`src/rtl/mcsu_pkg.sv`:
```
package mcsu_pkg;

    localparam int NLINES      = 4;
    localparam int SYNC_STAGES = 2;

    // Line order inside every 4-bit level/delta vector
    localparam int L_CTS = 0;
    localparam int L_DSR = 1;
    localparam int L_RI  = 2;
    localparam int L_DCD = 3;

    // Control register layout (field positions decoded by software)
    typedef struct packed {
        logic [1:0] rsvd;
        logic       afc;
        logic       loop;
        logic       out2;
        logic       out1;
        logic       rts;
        logic       dtr;
    } ctl_t;

    localparam int CTL_W = $bits(ctl_t);

endpackage

```
`src/rtl/mcsu_sync.sv`:
```
module mcsu_sync #(
    parameter int              WIDTH   = 4,
    parameter int              STAGES  = 2,
    parameter logic [WIDTH-1:0] RST_VAL = '1
) (
    input  logic             clk,
    input  logic             rst_n,
    input  logic [WIDTH-1:0] din,
    output logic [WIDTH-1:0] dout
);

    logic [WIDTH-1:0] stage_d [STAGES];
    logic [WIDTH-1:0] stage_q [STAGES];

    always_comb begin
        stage_d[0] = din;
        for (int i = 1; i < STAGES; i++) begin
            stage_d[i] = stage_q[i-1];
        end
    end

    always_ff @(posedge clk or negedge rst_n) begin
        if (!rst_n) begin
            for (int i = 0; i < STAGES; i++) stage_q[i] <= RST_VAL;
        end else begin
            for (int i = 0; i < STAGES; i++) stage_q[i] <= stage_d[i];
        end
    end

    assign dout = stage_q[STAGES-1];

endmodule

```
`src/rtl/mcsu_delta.sv`:
```
module mcsu_delta #(
    parameter int               NLINES    = 4,
    parameter logic [NLINES-1:0] FALL_ONLY = 4'b0100
) (
    input  logic              clk,
    input  logic              rst_n,
    input  logic [NLINES-1:0] lvl,
    input  logic              clr,
    output logic [NLINES-1:0] delta
);

    typedef struct packed {
        logic [NLINES-1:0] prev;
        logic [NLINES-1:0] delta;
    } dstate_t;

    dstate_t st_d, st_q;
    logic [NLINES-1:0] chg;

    // Per-line edge detector; the parameter picks the edge rule.
    for (genvar i = 0; i < NLINES; i++) begin : g_line
        if (FALL_ONLY[i]) begin : g_fall
            assign chg[i] = st_q.prev[i] & ~lvl[i];

            // a rising level never sets this delta
            p_one_edge_r6: assert property (@(posedge clk) disable iff (!rst_n)
                (lvl[i] && !st_q.prev[i] && !st_q.delta[i]) |=> !st_q.delta[i]);
        end else begin : g_any
            assign chg[i] = st_q.prev[i] ^ lvl[i];

            // any change of level sets the delta, even under a read
            p_change_sets_r5: assert property (@(posedge clk) disable iff (!rst_n)
                (lvl[i] != st_q.prev[i]) |=> st_q.delta[i]);
        end
    end

    always_comb begin
        st_d       = st_q;
        st_d.prev  = lvl;
        st_d.delta = (st_q.delta & ~{NLINES{clr}}) | chg;
    end

    always_ff @(posedge clk or negedge rst_n) begin
        if (!rst_n) st_q <= '0;
        else        st_q <= st_d;
    end

    assign delta = st_q.delta;

    // deltas hold until a read
    p_sticky_r7: assert property (@(posedge clk) disable iff (!rst_n)
        !clr |=> ((st_q.delta & $past(st_q.delta)) == $past(st_q.delta)));

    // a read with no new change empties the deltas
    p_read_clears_r7: assert property (@(posedge clk) disable iff (!rst_n)
        (clr && (lvl == st_q.prev)) |=> (st_q.delta == '0));

endmodule

```
`src/rtl/modem_ctl_unit.sv`:
```
module modem_ctl_unit
    import mcsu_pkg::*;
(
    input  logic       clk,
    input  logic       rst_n,
    input  logic       ctl_wr,
    input  logic [7:0] ctl_wdata,
    output logic [7:0] ctl_rdata,
    input  logic       sts_rd,
    output logic [7:0] sts_rdata,
    input  logic       msi_en,
    output logic       msi_req,
    output logic       loop_en,
    output logic       afc_en,
    output logic       dtr_n,
    output logic       rts_n,
    output logic       out1_n,
    output logic       out2_n,
    input  logic       cts_n,
    input  logic       dsr_n,
    input  logic       ri_n,
    input  logic       dcd_n
);

    localparam logic [NLINES-1:0] RI_FALL_MASK = NLINES'(1) << L_RI;

    ctl_t ctl_d, ctl_q;

    logic [NLINES-1:0] pin_raw;
    logic [NLINES-1:0] pin_sync;
    logic [NLINES-1:0] ext_lvl;
    logic [NLINES-1:0] loop_lvl;
    logic [NLINES-1:0] lvl;
    logic [NLINES-1:0] delta;

    // ---------------- control register ----------------
    always_comb begin
        ctl_d = ctl_q;
        if (ctl_wr) begin
            ctl_d      = ctl_t'(ctl_wdata);
            ctl_d.rsvd = '0;
        end
    end

    always_ff @(posedge clk or negedge rst_n) begin
        if (!rst_n) ctl_q <= '0;
        else        ctl_q <= ctl_d;
    end

    assign ctl_rdata = ctl_q;
    assign loop_en   = ctl_q.loop;
    assign afc_en    = ctl_q.afc;

    // Outputs are active low and rest high during loopback
    assign dtr_n  = ~(ctl_q.dtr  & ~ctl_q.loop);
    assign rts_n  = ~(ctl_q.rts  & ~ctl_q.loop);
    assign out1_n = ~(ctl_q.out1 & ~ctl_q.loop);
    assign out2_n = ~(ctl_q.out2 & ~ctl_q.loop);

    // ---------------- input path ----------------
    always_comb begin
        pin_raw        = '1;
        pin_raw[L_CTS] = cts_n;
        pin_raw[L_DSR] = dsr_n;
        pin_raw[L_RI]  = ri_n;
        pin_raw[L_DCD] = dcd_n;
    end

    mcsu_sync #(
        .WIDTH  (NLINES),
        .STAGES (SYNC_STAGES),
        .RST_VAL({NLINES{1'b1}})
    ) u_sync (
        .clk  (clk),
        .rst_n(rst_n),
        .din  (pin_raw),
        .dout (pin_sync)
    );

    assign ext_lvl = ~pin_sync;

    always_comb begin
        loop_lvl        = '0;
        loop_lvl[L_CTS] = ctl_q.rts;
        loop_lvl[L_DSR] = ctl_q.dtr;
        loop_lvl[L_RI]  = ctl_q.out1;
        loop_lvl[L_DCD] = ctl_q.out2;
        lvl             = ctl_q.loop ? loop_lvl : ext_lvl;
    end

    mcsu_delta #(
        .NLINES   (NLINES),
        .FALL_ONLY(RI_FALL_MASK)
    ) u_delta (
        .clk  (clk),
        .rst_n(rst_n),
        .lvl  (lvl),
        .clr  (sts_rd),
        .delta(delta)
    );

    assign sts_rdata = {lvl, delta};
    assign msi_req   = msi_en & (|delta);

    // ---------------- assertions ----------------
    // reserved bits never hold a 1
    p_rsvd_zero_r1: assert property (@(posedge clk) disable iff (!rst_n)
        ctl_rdata[7:6] == 2'b00);

    // written field bits appear one edge after the strobe
    p_ctl_write_r1: assert property (@(posedge clk) disable iff (!rst_n)
        ctl_wr |=> (ctl_rdata[5:0] == $past(ctl_wdata[5:0])));

    // pins idle during loopback
    p_loop_pins_idle_r4: assert property (@(posedge clk) disable iff (!rst_n)
        loop_en |-> ({dtr_n, rts_n, out1_n, out2_n} == 4'hF));

    // no request while disabled
    p_irq_gate_r8: assert property (@(posedge clk) disable iff (!rst_n)
        !msi_en |-> !msi_req);

endmodule

```
`config.mk`:
```
export PLATFORM = sky130hd
export DESIGN_NAME = modem_ctl_unit
export DESIGN_NICKNAME = d
export VERILOG_FILES = /design/src/rtl/mcsu_pkg.sv /design/src/rtl/mcsu_sync.sv /design/src/rtl/mcsu_delta.sv /design/src/rtl/modem_ctl_unit.sv
export SDC_FILE = /design/constraint.sdc
export NUM_CORES = 1
export LEC_CHECK = 0
export BUFFER_PORTS_ARGS = -buffer_cell sky130_fd_sc_hd__buf_2
export CAP_MARGIN = 10
export CORE_MARGIN = 4
export CORE_UTILIZATION = 35
export CTS_CLUSTER_DIAMETER = 30
export DETAILED_ROUTE_END_ITERATION = 10
export SLEW_MARGIN = 10
export SYNTH_ARGS = -nofsm -noshare
export SYNTH_HDL_FRONTEND = slang
export SYNTH_HIERARCHICAL = 1
export SYNTH_SLANG_ARGS = --single-unit
```
`constraint.sdc`:
```
create_clock -name clk -period 2.9 [get_ports clk]
set_input_delay 0.145 -clock clk [delete_from_list [all_inputs] [get_ports clk]]
set_output_delay 0.145 -clock clk [all_outputs]
set_load 0.005 [all_outputs]
```
==> results of run 1 <==
## layout make-up
class | count | area, um2 | share of cell area [%]
tap | 28 | 35.03 | 3.211
timing repair buffer | 40 | 225.2 | 20.64
sequential | 22 | 560.5 | 51.38
multi-input combinational | 28 | 211.5 | 19.38
inverter | 6 | 22.52 | 2.064
clock buffer | 4 | 36.28 | 3.326
## metal layers
metal / global-route usage, % / wire, um
met1: 11.62 / 611
met2: 18.39 / 788
met3: 3.563 / 150
met4: 4.967 / 27
met5: 0 / 0
## per-stage QoR
step | worst slack (ns) | util (%)
floorplan | 1.652 | -
global placement | 1.639 | 44.15
detailed placement | 1.587 | 44.15
CTS | 1.284 | 47.94
global route | 1.155 | 47.94
finish | 1.332 | 47.94
## cells in the final DEF (no fill, tap or decap), types with 2 or more instances in the layout
cell type      netlist  final
dfrtp_1             14     14
o21ai_0              4      4
dlygate4sd3_1        0      5
conb_1               1      2
nand2_1              4      4
xnor2_1              3      3
clkbuf_4             0      3
o21ai_1              3      3
inv_1                6      6
mux2_4               5      5
dfstp_2              8      8
nand2b_1             4      4
buf_2                1     35
## report_power, final
part / switching, mW / internal (mW) / leakage, nW
registers: 0.0253 / 0.345 / 0.247
logic: 0.0507 / 0.0649 / 0.277
clock network: 0.0876 / 0.0765 / 0.0210
## registers in the layout, indices dropped and copies added, names as in the netlist
| name | cells |
|---|---|
| afc_en | 1 |
| u_delta/delta | 4 |
| ctl_rdata | 4 |
| loop_en | 1 |
| u_sync/dout | 4 |
| u_delta/st_q | 4 |
| u_sync/stage_d | 4 |
## worst paths after layout
| path | from | to | cells past startpoint | slack (ns) |
|---|---|---|---|---|
| max | loop_en$_DFFE_PN0P_ | sts_rdata[4] | 2 | 1.33 |
| min | sts_rd | u_delta/delta[1]$_DFF_PN0_ | 2 | 0.04 |
| max reg2reg | loop_en$_DFFE_PN0P_ | u_delta/delta[0]$_DFF_PN0_ | 3 | 1.61 |
| min reg2reg | u_sync/stage_d[3]$_DFF_PN1_ | u_sync/dout[3]$_DFF_PN1_ | 0 | 0.36 |
| max in group asynchronous | rst_n | u_sync/stage_d[2]$_DFF_PN1_ | 2 | 2.24 |
| min in group asynchronous | rst_n | ctl_rdata[0]$_DFFE_PN0P_ | 2 | 0.31 |
## repair_timing
item,4_1_cts,5_1_grt
gates resized for setup,0,0
hold buffers,5,0
hold endpoints to repair,18,0
## logic make-up (layout without fill, tap and decap cells)
| kind of cell | count (synthesis) | in the layout | share of synthesized area (%) |
|---|---|---|---|
| AO/OA/AOI/OAI | 9 | 9 | 6.061 |
| XOR/XNOR | 3 | 3 | 3.031 |
| buffers and inverters | 16 | 50 | 11.40 |
| flip-flops | 22 | 22 | 64.65 |
| multiplexers | 6 | 6 | 9.812 |
| other | 1 | 2 | 0.4325 |
| AND/OR/NAND/NOR | 8 | 8 | 4.617 |
==> Flow_metrics.wiki, run 1 <==
{| class="wikitable"
! Metric !! Value
|-
| Result of the run || complete, no violations
|-
| Routed vias/inst || 4.422
|-
| Num ports || 40
|-
| Antenna violations before repair || 0
|-
| Detailed Route WL || 1577 um
|-
| Overflow after GRT || 0
|-
| Estimated wirelength of the detail-placed design || 1195 um
|-
| #FFs+latches synth || 22
|-
| Ratio of cells with drive above 1 in the final layout || 52.00%
|-
| Shortest clock period the worst path allows after layout || 1.568 ns
|-
| Final Wtd Congestion || 0.6770
|-
| Power per unit of standard cell area || 595.7 nW/um2
|-
| Kind of launch point of the worst setup path || register
|-
| Leading area contributor after synthesis || dfrtp_1
|-
| Area growth from synthesis to layout || 25.83%
|-
| Gr usage total || 10.61%
|-
| Fraction of the cycle the final worst path needs || 54.08%
|-
| Slowest cell on the critical path || dfrtp_1
|-
| RSZ-0062 raised after global routing || false
|-
| Overall power || 0.6500 mW
|-
| Cells after Synth || 65
|-
| DRC || 0
|-
| Synth Warn # || 6
|-
| Final Hold Slack || 0.03934 ns
|-
| Maximum cell stage delay along the critical path || 0.53 ns
|-
| Average wire per cell in the routed design || 12.32 um
|-
| Max-slew violation count || 0
|-
| Post-synthesis cell type count || 16
|-
| Number of buffers added by the clock tree synthesis step || 3
|-
| Post-Syn Area per Cell || 13.34 um2
|-
| Cell chain of the critical path || o21ai_0 > buf_2
|-
| Achievable Freq || 0.6376 GHz
|-
| Floorplan die area || 3338 um2
|-
| Postcts setup bufs || 0
|-
| Non-Filler Instances || 128
|-
| Row count || 17
|-
| Clock sinks || 22
|-
| Initial Util || 38.10%
|-
| Placed Area || 1005 um2
|-
| Worst setup path category || reg -> out
|-
| EDFF count, synth || 0
|-
| Final hold viol count || 0
|-
| Inserted Diodes || 0
|-
| Port Buf Inserts || 35
|-
| Sequential element share of the synthesized area || 64.65%
|-
| Most instantiated library cell after synthesis || dfrtp_1
|-
| Clock tree from TritonCTS || done
|-
| Later-pin clock latency in the skew report || 0.30 ns
|-
| Area of the mapped netlist || 867.1 um2
|-
| Crit path buffers/inverters || 1
|-
| Setup TNS Final || 0 ns
|-
| Final Skew || 0.006877 ns
|-
| Std-Cell Core Area || 2276 um2
|-
| Die Width || 57.78 um
|-
| Type of the tightest min-delay check || in -> reg
|-
| WP data required || 2.76 ns
|-
| ANT nets after route || 0
|-
| Leakage component of the power || 0.5452 nW
|-
| Maximum buffer depth of the clock tree || 2
|-
| Peak supply drop || 313.4 uV
|-
| Number of global-route vias before repair || 622
|-
| Post-synthesis async set-or-reset flop share || 100.0%
|-
| CTS H-tree depth || 1
|-
| Top cells by count, synth || dfrtp_1, buf_4, dfstp_2
|-
| Total iterations of the first detailed-routing run || 3
|-
| 1st-iter DRT viols || 13
|-
| Total Nets Final || 118
|-
| Wire length of the first global-routing pass || 2684 um
|-
| Share of the synthesized area in the top cell type || 40.40%
|-
| Final standard cell area without fillers || 1091 um2
|-
| Via Count || 566
|-
| Arrival time worst endpoint || 1.42 ns
|-
| Element type at the critical path end || primary output
|-
| Most used DFF post-synth || dfrtp_1
|-
| Cell at the root of the clock tree || clkbuf_4
|-
| Fillers || 211
|-
| Crit path max-delay family || flip-flops
|-
| Clock Pin Slew Worst Setup and Hold Paths || 0.12 ns
|-
| Pin count of the biggest net entering global routing || 23
|-
| Max capacitance violation total || 0
|-
| Synth top area cells || dfrtp_1, dfstp_2, mux2_4
|-
| Maximum fanout along the worst path || 14
|-
| Final Setup Violations || 0
|-
| Die extent in y || 57.78 um
|-
| Post-Place Cells || 119
|}
(Power assumes the default switching activity.)
==> run 2: changes to the inputs <==
--- a/config.mk
+++ b/config.mk
@@ -11,6 +11,7 @@
 export CORE_UTILIZATION = 35
 export CTS_CLUSTER_DIAMETER = 30
 export DETAILED_ROUTE_END_ITERATION = 10
+export PLACE_DENSITY = 0.65
 export SLEW_MARGIN = 10
 export SYNTH_ARGS = -nofsm -noshare
 export SYNTH_HDL_FRONTEND = slang
==> constraint.sdc (replaced) <==
create_clock -name clk -period 1.4 [get_ports clk]
set_input_delay 0.07 -clock clk [delete_from_list [all_inputs] [get_ports clk]]
set_output_delay 0.07 -clock clk [all_outputs]
set_load 0.005 [all_outputs]
==> run 2 against run 1 <==
  * Core utilization rose by 3.4 points
  * Cell count up 5.5%
  * Clock skew is 0.0020 ns lower
  * Hold slack improved by 0.081 ns
  * Register-to-register slack worse by 1.3 ns
  * Total power increased by 100%
  * Setup slack got worse by 1.3 ns
  * Largest power group unchanged
  * Highest routed layer is now met3
==> Flow_metrics.wiki, run 2 (synthesis gave the netlist of run 1 again) <==
{| class="wikitable"
! Metric !! Value
|-
| Result of the run || complete, no violations
|-
| Kind of launch point of the worst setup path || register
|-
| Fillers || 201 (-4.7%)
|-
| Die Width || 57.78 um (unchanged)
|-
| Std-Cell Core Area || 2276 um2 (unchanged)
|-
| Later-pin clock latency in the skew report || 0.30 ns (about the same)
|-
| Peak supply drop || 749.3 uV (+140%)
|-
| Cell at the root of the clock tree || clkbuf_4
|-
| Detailed Route WL || 1671 um (+6.0%)
|-
| Final Skew || 0.004875 ns (-0.002002 ns)
|-
| Shortest clock period the worst path allows after layout || 1.332 ns
|-
| Pin count of the biggest net entering global routing || 23 (unchanged)
|-
| Power per unit of standard cell area || 1123 nW/um2 (+88%)
|-
| Clock Pin Slew Worst Setup and Hold Paths || 0.11 ns (about the same)
|-
| Antenna violations before repair || 0 (unchanged)
|-
| Element type at the critical path end || primary output
|-
| Max capacitance violation total || 0 (unchanged)
|-
| Max-slew violation count || 0 (unchanged)
|-
| Floorplan die area || 3338 um2 (unchanged)
|-
| Fraction of the cycle the final worst path needs || 95.15%
|-
| Maximum fanout along the worst path || 3 (-11)
|-
| Achievable Freq || 0.7507 GHz
|-
| Worst hold path stage count || 2 (unchanged)
|-
| Clock tree from TritonCTS || done
|-
| WP data required || 1.33 ns (-1.43 ns)
|-
| Area growth from synthesis to layout || 34.78%
|-
| Number of buffers added by the clock tree synthesis step || 3 (unchanged)
|-
| End of the worst register-to-register path || u_delta/delta[3]$_DFF_PN0_
|-
| Final Wtd Congestion || 0.6845 (+1.1%)
|-
| 1st-iter DRT viols || 11 (-2)
|-
| Via Count || 586 (+3.5%)
|-
| Commonest non-fill, non-tap cells in the layout || buf_2, dfrtp_1, dlygate4sd3_1, dfstp_2
|-
| Final hold viol count || 0 (unchanged)
|-
| Origin of the critical flop-to-flop path || loop_en$_DFFE_PN0P_
|-
| Gr usage total || 10.58% (-0.032 points)
|-
| Destination of the worst hold path || ctl_rdata[3]$_DFFE_PN0P_
|-
| Type of the tightest min-delay check || in -> reg
|-
| Footprint of the multi-input gates || 224.0 um2 (+5.9%)
|-
| DRC || 0 (unchanged)
|-
| Inserted Diodes || 0 (unchanged)
|-
| Row count || 17 (unchanged)
|-
| Worst setup path category || reg -> out
|-
| Initial Util || 38.10% (unchanged)
|-
| Die extent in y || 57.78 um (unchanged)
|-
| CTS H-tree depth || 1 (unchanged)
|-
| Num ports || 40 (unchanged)
|-
| Leakage component of the power || 0.5707 nW (+4.7%)
|-
| Depth of the worst register-to-register path || 3 (unchanged)
|-
| Total iterations of the first detailed-routing run || 4 (+1)
|-
| Most common cell after layout, fill and taps aside || buf_2
|-
| RSZ-0062 raised after global routing || true
|-
| Clock sinks || 22 (unchanged)
|-
| Number of global-route vias before repair || 594 (-4.5%)
|-
| Arrival time worst endpoint || 1.26 ns (-0.16 ns)
|-
| Final Hold Slack || 0.1205 ns (+0.08118 ns)
|-
| Total Nets Final || 126 (+6.8%)
|-
| ANT nets after route || 0 (unchanged)
|-
| Setup TNS Final || 0 ns (unchanged)
|-
| Final Setup Violations || 0 (unchanged)
|-
| Routed vias/inst || 4.341 (-1.8%)
|-
| FF+latch area || 561.8 um2 (+0.22%)
|-
| Port Buf Inserts || 35 (unchanged)
|-
| Overflow after GRT || 0 (unchanged)
|-
| Average wire per cell in the routed design || 12.38 um (+0.47%)
|-
| Launch point of the worst hold path || ctl_wr
|-
| Maximum buffer depth of the clock tree || 2 (unchanged)
|-
| Ratio of cells with drive above 1 in the final layout || 50.47% (-1.5 points)
|-
| Wire length of the first global-routing pass || 2718 um (+1.3%)
|-
| Minimum setup slack among reg-to-reg paths || 0.28 ns (-1.33 ns)
|}
run 2: cell types whose count changed in the layout (fill, tap and decap cells not counted), sizes merged:
cell / change
buf: +1
dlygate4sd3: +7
clkbuf: -1
run 2: worst max-delay path: stages (launching register included):
cell	delay (ns)
dfrtp_1	0.41
o41a_1	0.42
buf_2	0.13
run 2: worst max path at each step:
stage	startpoint	to	slack [ns]
after floorplan	loop_en$_DFFE_PN0P_	u_delta/delta[0]$_DFF_PN0_	0.15
after global placement	loop_en$_DFFE_PN0P_	u_delta/delta[0]$_DFF_PN0_	0.15
after detailed placement	loop_en$_DFFE_PN0P_	u_delta/delta[0]$_DFF_PN0_	0.14
after CTS	loop_en$_DFFE_PN0P_	sts_rdata[7]	0.04
after global routing	loop_en$_DFFE_PN0P_	sts_rdata[4]	-0.004
final	u_delta/delta[1]$_DFF_PN0_	msi_req	0.07
run 2: routing by layer:
layer | global-route usage [%] | vias up | part of all wire, %
met2 | 18.71 | 26 | 53
met3 | 3.341 | 0 | 9.3
met1 | 12.24 | 275 | 37
li1 | - | 285 | -
met5 | 0 | - | 0
met4 | 2.980 | 0 | 0
run 2: power by group:
part | leakage (nW) | total [mW] | switching (mW) | internal, mW
sequential | 0.246 | 0.768 | 0.0529 | 0.716
clock | 0.0138 | 0.274 | 0.174 | 0.100
combinational | 0.311 | 0.270 | 0.113 | 0.157
run 2: stage by stage:
stage	area (um2)	total power, mW	instances	setup slack (ns)	util [%]
floorplan	870.8	0.9339	66	0.1523	-
global placement	1005	1.003	119	0.1530	44.15
CTS	1152	1.323	134	0.03784	50.63
detailed placement	1005	1.013	119	0.1393	44.15
global route	1169	1.389	135	-0.004287	51.35
finish	1169	1.312	135	0.06784	51.35
run 2: repair_timing:
item / 4_1_cts / 5_1_grt
gates resized for setup: 5 / 1
setup buffers: 0 / 1
cloned: 0 / 0
hold endpoints to repair: 28 / 0
setup endpoints to repair: 4 / 2
hold buffers: 12 / 0
pin swaps: 0 / 0
run 2: layout make-up:
type / instances / area share (%)
inverters: 6 / 1.927
well taps: 28 / 2.998
repair buffers: 48 / 25.91
multi-input cells: 28 / 19.16
clock buffers: 3 / 1.927
flip-flops and latches: 22 / 48.07
